**config.mk**
```make
export PLATFORM = sky130hd
export DESIGN_NAME = cmd_shift_port
export DESIGN_NICKNAME = d
export VERILOG_FILES = /design/src/rtl/cmd_shift_pkg.sv /design/src/rtl/cmd_shift_sync.sv /design/src/rtl/cmd_shift_edge.sv /design/src/rtl/cmd_shift_core.sv /design/src/rtl/cmd_shift_port.sv
export SDC_FILE = /design/constraint.sdc
export NUM_CORES = 1
export LEC_CHECK = 0
export BUFFER_PORTS_ARGS = -buffer_cell sky130_fd_sc_hd__buf_2
export CAP_MARGIN = 20
export CORE_ASPECT_RATIO = 0.6
export CORE_UTILIZATION = 45
export DETAILED_ROUTE_END_ITERATION = 10
export HOLD_SLACK_MARGIN = 0.05
export PLACE_DENSITY_LB_ADDON = 0.3
export SLEW_MARGIN = 25
export SYNTH_ARGS = -nofsm -noshare
export SYNTH_HDL_FRONTEND = slang
export SYNTH_HIERARCHICAL = 1
export SYNTH_SLANG_ARGS = --single-unit
```
**constraint.sdc**
```tcl
create_clock -name clk -period 1.7 [get_ports clk]
set_input_delay 0.34 -clock clk [delete_from_list [all_inputs] [get_ports clk]]
set_output_delay 0.34 -clock clk [all_outputs]
set_load 0.02 [all_outputs]
```
**src/rtl/cmd_shift_pkg.sv**
```systemverilog
package cmd_shift_pkg;
    typedef enum logic [1:0] {
        S_IDLE   = 2'd0,
        S_SHIFT  = 2'd1,
        S_COMMIT = 2'd2
    } frame_state_e;
endpackage

```
**src/rtl/cmd_shift_sync.sv**
```systemverilog
// Multi-stage synchronizer for a vector of asynchronous single-bit inputs.
module cmd_shift_sync #(
    parameter int             W       = 3,
    parameter int             STAGES  = 2,
    parameter logic [W-1:0]   RST_VAL = '0
) (
    input  logic         clk,
    input  logic         rst_n,
    input  logic [W-1:0] d,
    output logic [W-1:0] q
);
    logic [W-1:0] pipe [STAGES];

    genvar s;
    generate
        for (s = 0; s < STAGES; s++) begin : g_stage
            always_ff @(posedge clk or negedge rst_n) begin
                if (!rst_n) begin
                    pipe[s] <= RST_VAL;
                end else begin
                    if (s == 0) pipe[s] <= d;
                    else        pipe[s] <= pipe[(s > 0) ? s - 1 : 0];
                end
            end
        end
    endgenerate

    assign q = pipe[STAGES-1];
endmodule

```
**src/rtl/cmd_shift_edge.sv**
```systemverilog
// Rising/falling edge detection on already-synchronized levels.
module cmd_shift_edge #(
    parameter int           W       = 2,
    parameter logic [W-1:0] RST_VAL = '0
) (
    input  logic         clk,
    input  logic         rst_n,
    input  logic [W-1:0] lvl,
    output logic [W-1:0] rise,
    output logic [W-1:0] fall
);
    logic [W-1:0] prev_q;

    always_ff @(posedge clk or negedge rst_n) begin
        if (!rst_n) prev_q <= RST_VAL;
        else        prev_q <= lvl;
    end

    assign rise = lvl & ~prev_q;
    assign fall = ~lvl & prev_q;
endmodule

```
**src/rtl/cmd_shift_core.sv**
```systemverilog
// Shift register, saturating bit counter and falling-edge serial output.
module cmd_shift_core #(
    parameter int WORD_W = 32,
    parameter int CNT_W  = 6
) (
    input  logic              clk,
    input  logic              rst_n,
    input  logic              clear,
    input  logic              en,
    input  logic              sck_rise,
    input  logic              sck_fall,
    input  logic              sdi,
    output logic [WORD_W-1:0] shreg,
    output logic [CNT_W-1:0]  bit_cnt,
    output logic              sdo
);
    localparam logic [CNT_W-1:0] CNT_SAT = CNT_W'(WORD_W + 1);

    always_ff @(posedge clk or negedge rst_n) begin
        if (!rst_n) begin
            shreg   <= '0;
            bit_cnt <= '0;
            sdo     <= 1'b0;
        end else if (clear) begin
            shreg   <= '0;
            bit_cnt <= '0;
            sdo     <= 1'b0;
        end else if (en) begin
            if (sck_rise) begin
                shreg <= {shreg[WORD_W-2:0], sdi};
                if (bit_cnt != CNT_SAT) bit_cnt <= bit_cnt + 1'b1;
            end
            if (sck_fall) sdo <= shreg[WORD_W-1];
        end
    end
endmodule

```
**src/rtl/cmd_shift_port.sv**
```systemverilog
// Serial command shift interface: frame controller and field outputs.
module cmd_shift_port
    import cmd_shift_pkg::*;
#(
    parameter int WORD_W      = 32,
    parameter int SHORT_W     = 24,
    parameter int CMD_W       = 4,
    parameter int ADDR_W      = 4,
    parameter int DATA_W      = 16,
    parameter int SYNC_STAGES = 2
) (
    input  logic              clk,
    input  logic              rst_n,
    input  logic              csn_i,
    input  logic              sck_i,
    input  logic              sdi_i,
    output logic [CMD_W-1:0]  cmd_o,
    output logic [ADDR_W-1:0] addr_o,
    output logic [DATA_W-1:0] data_o,
    output logic              valid_o,
    output logic              sdo_o,
    output logic              sdo_oe_o
);
    localparam int CNT_W   = $clog2(WORD_W + 2);
    localparam int FIELD_W = CMD_W + ADDR_W + DATA_W;

    // synchronized inputs: {csn, sck, sdi}
    logic [2:0] raw_in, syn_in;
    logic [1:0] lvl, rise, fall;
    logic       csn_s, sck_s, sdi_s;
    logic       csn_rise, csn_fall, sck_rise, sck_fall;

    assign raw_in = {csn_i, sck_i, sdi_i};

    cmd_shift_sync #(.W(3), .STAGES(SYNC_STAGES), .RST_VAL(3'b100)) u_sync (
        .clk(clk), .rst_n(rst_n), .d(raw_in), .q(syn_in)
    );

    assign {csn_s, sck_s, sdi_s} = syn_in;
    assign lvl = {csn_s, sck_s};

    cmd_shift_edge #(.W(2), .RST_VAL(2'b10)) u_edge (
        .clk(clk), .rst_n(rst_n), .lvl(lvl), .rise(rise), .fall(fall)
    );

    assign {csn_rise, sck_rise} = rise;
    assign {csn_fall, sck_fall} = fall;

    frame_state_e        state_q, state_n;
    logic                clear_sr;
    logic [WORD_W-1:0]   shreg;
    logic [CNT_W-1:0]    bit_cnt;
    logic                len_ok;

    cmd_shift_core #(.WORD_W(WORD_W), .CNT_W(CNT_W)) u_core (
        .clk(clk), .rst_n(rst_n),
        .clear(clear_sr),
        .en(state_q == S_SHIFT),
        .sck_rise(sck_rise), .sck_fall(sck_fall), .sdi(sdi_s),
        .shreg(shreg), .bit_cnt(bit_cnt), .sdo(sdo_o)
    );

    assign len_ok = (bit_cnt == CNT_W'(SHORT_W)) || (bit_cnt == CNT_W'(WORD_W));

    // next-state logic
    always_comb begin
        state_n  = state_q;
        clear_sr = 1'b0;
        unique case (state_q)
            S_IDLE: begin
                if (csn_fall) begin           // open
                    state_n  = S_SHIFT;
                    clear_sr = 1'b1;
                end
            end
            S_SHIFT: begin
                if (csn_rise) state_n = S_COMMIT;   // close
            end
            S_COMMIT: state_n = S_IDLE;             // finish
            default:  state_n = S_IDLE;
        endcase
    end

    // state register
    always_ff @(posedge clk or negedge rst_n) begin
        if (!rst_n) state_q <= S_IDLE;
        else        state_q <= state_n;
    end

    // outputs
    always_ff @(posedge clk or negedge rst_n) begin
        if (!rst_n) begin
            valid_o  <= 1'b0;
            sdo_oe_o <= 1'b0;
            cmd_o    <= '0;
            addr_o   <= '0;
            data_o   <= '0;
        end else begin
            valid_o  <= 1'b0;
            sdo_oe_o <= (state_n == S_SHIFT);
            if (state_q == S_COMMIT && len_ok) begin
                valid_o <= 1'b1;
                {cmd_o, addr_o, data_o} <= shreg[FIELD_W-1:0];
            end
        end
    end
endmodule

```
==> summary.txt <==
Clock network
  • Clk root buf: clkbuf_16
  • Skew-Pair Late Insertion Delay: 330 ps
  • H-tree levels: 3
  • Clk slew on worst S/H paths: roughly 50 ps
  • CTS tree: yes
  • CTS max path bufs: 2
  • Clock sink count: 75
  • Cts bufs inserted: 9

Die
  • Starting Density: a little under half
  • DIE HEIGHT: between 60 and 70 µm
  • I/O pins: 32
  • Die Footprint: ~7300 µm²
  • Num rows: 23
  • Core Box Area: roughly 6700 µm²
  • Die Wd: roughly 110 µm

Setup path
  • Critical path arrival: roughly 2000 ps
  • Critical path's largest stage delay: around 530 ps
  • Worst-path cell chain: and2b_2, nor3b_4, buf_2, or4_1, o21ai_1
  • CP max-delay cell: dfstp_2
  • CP Launch Type: flip-flop
  • Crit Path Max Fanout: 4
  • CP Capture Type: flip-flop
  • Worst Reg2Reg Path Length in Cells: 5
  • Kind of critical path: flip-flop to flip-flop
  • Worst endpoint required time: around 2000 ps

Synthesis
  • Post-synth top flop: dfrtp_1
  • Cells after synthesis: roughly 260
  • Ys Warns: 6
  • Synth Cell Area: between 3000 and 4000 µm²
  • Top cell type's share of synthesized area: between 50 and 60%
  • Synth Net Count: 271
  • Post-Syn Area per Cell: approximately 12 µm²
  • Number of distinct library cells after synthesis: 36
  • Post-synth ARST share: between 90% and 100%
  • Synthesized flop and latch total: 75
  • Register area share after synthesis: 60.1%
  • Post-synth top area cell: dfrtp_1
  • Post-synth EDFFs: 0
  • Synth top area cells: dfrtp_1 58%, mux2_4 9.6%, nand2_1 8.0%, a21oi_1 5.3%, dfstp_2 2.5%

Pwr
  • P_leak: between 1.5 and 2 nW
  • Pwr Density: ~1100 nW/µm²
  • VDD IR max: between 0.7 and 0.8 mV
  • Tot Pwr: between 3 and 4 mW

Hold path
  • Hold Path Depth: 1
  • Worst Hold Class: primary input to flip-flop

Timing
  • Slew Limit Headroom: 75.0%
  • Unrepaired setup endpoints after global routing: true
  • Fmax: around 580 MHz
  • Setup violators final: 1
  • Slew Viols, Final: 0
  • Period utilization: 101%
  • Setup_tns: -19.6 ps
  • Hold_ws: around 110 ps
  • Setup Skew: between 5 and 6 ps
  • Final Hold Fails: 0
  • Slew @ Worst Pin: about 370 ps
  • Final Critical Period: 1720 ps
  • Worst Setup Slack, final: -19.6 ps

GRT
  • First-pass GRT wire length: between 8000 and 9000 µm
  • Vias in the first global route: between 1500 and 2000
  • Total global-route track usage: about 17%
  • Overflow after GRT: 0
  • Initial antenna violation count: 0
  • Largest net degree at the start of global routing: 36

Job
  • Max cap viols: 0

Cells and area
  • Area of the multi-input gates: around 1100 µm²
  • Area grow syn2layout: 20.6%
  • Fillcell total: roughly 560
  • Nets: between 300 and 400
  • Most frequent cells in the layout: 72 x dfrtp_1, 67 x nand2_1, 33 x a21oi_1, 32 x buf_2, 20 x mux2_4
  • Register Area: ~1900 µm²
  • Final non-filler cell area: about 3800 µm²
  • Fraction of layout cells with a size suffix above 1: between 30 and 40%
  • Most common cell after layout, fill and taps aside: dfrtp_1
  • # diodes: 0

Drt
  • DRT Pass-1 Iters: 4
  • Total wire length: ~5600 µm
  • Routed vias: ~2000
  • DR WL/cell: 13.9 µm
  • Post-route ant nets: 0
  • Via/cell ratio: just under 5
  • Starting DRC count in detailed routing: 84
  • Drt drc: 0

Placement
  • Port Buf Inserts: 31
  • DP Area: 3420 µm²
  • Final HPWL DP: 3640 µm
  • Final RePlAce weighted congestion: 0.786

Status
  • Failing checks: negative setup slack
  • Outcome: finished, violations left
[logic make-up (layout without fill, tap and decap cells)]
logic type               count (synthesis)  after routing  share of synthesized area [%]
AND/OR/NAND/NOR                         96             96                           14.4
AO/OA/AOI/OAI                           43             43                           7.68
adder cells (fa/ha/maj)                  2              2                          0.800
buffers and inverters                   22             74                           5.20
multiplexers                            26             26                           11.8
flip-flops                              75             75                           60.1
[final cells by class]
class	count	area share [%]
clock buffer	13	6.64
clock inverter	2	0.332
inverter	4	0.398
multi-input combinational	167	29.8
sequential	75	49.9
tap	87	2.89
timing repair buffer	55	10.1
[sequential cells by signal, summed over array words and instances (netlist names)]
register        flops
u_sync/pipe         3
u_core/bit_cnt      6
valid_o             1
u_core/shreg       32
u_sync/q            3
cmd_o               4
data_o             16
addr_o              4
sdo_oe_o            1
u_edge/prev_q       2
state_q             2
u_core/sdo          1
[Yosys cell counts (3+ instances only)]
cell     number
a21oi_1      33
and2b_2       4
buf_2         5
buf_4         7
dfrtp_1      72
dfstp_2       3
inv_1         4
mux2_2        6
mux2_4       20
nand2_1      67
nand3_1       3
nor2b_1       3
[metal layers]
| metal | vias up | wire length (µm) | GRT usage [%] |
|---|---|---|---|
| met3 | 4 | 330 | 6.75 |
| met1 | 955 | 2790 | 23.3 |
| met2 | 54 | 2450 | 23.9 |
| li1 | 985 | - | - |
| met4 | 0 | 34 | 9.50 |
| met5 | - | 0 | 0 |
[metrics by stage]
stage | setup WS, ps | instances | util (%)
finish | -19.6 | 403 | 56.2
global route | -68.7 | 403 | 56.2
CTS | 5.54 | 397 | 55.2
detailed placement | -28.8 | 381 | 51.1
global placement | 9.53 | 381 | 51.1
floorplan | 24.5 | 264 | -
[final timing paths]
| kind | endpoint | from | slack [ps] |
|---|---|---|---|
| worst max-delay path | u_core/bit_cnt[2] | u_sync/q[2] | -20 |
| worst min-delay path | u_sync/pipe[5] | csn_i | 110 |
| worst max register to register | u_core/bit_cnt[2] | u_sync/q[2] | -20 |
| worst min register to register | u_sync/q[0] | u_sync/pipe[3] | 350 |
| max in group asynchronous | u_core/bit_cnt[1] | rst_n | 700 |
| min in group asynchronous | data_o[0] | rst_n | 470 |
[power by group]
group	internal [mW]	leakage, nW	switching [mW]
Clock	1.02	0.126	0.656
Combinational	0.176	0.706	0.246
Sequential	1.84	1.02	0.0351
Total	3.04	1.85	0.938
[what timing repair did]
| item | in CTS | in global routing |
|---|---|---|
| resized for setup | 2 | 7 |
| buffers inserted | 0 | 5 |
| hold buffers | 1 | 0 |
| pin swaps | 0 | 5 |
| hold endpoints to repair | 23 | 0 |
| cloned | 0 | 1 |
| endpoints found under the setup margin | 2 | 7 |
[worst max-delay path: cells and delay by family, from the launching register on]
kind            cells  cell delay [ps]
flops               1              530
buf+inv             1              150
compound gates      1              150
simple gates        3              820
No activity file was read; power rests on OpenSTA's default activity.
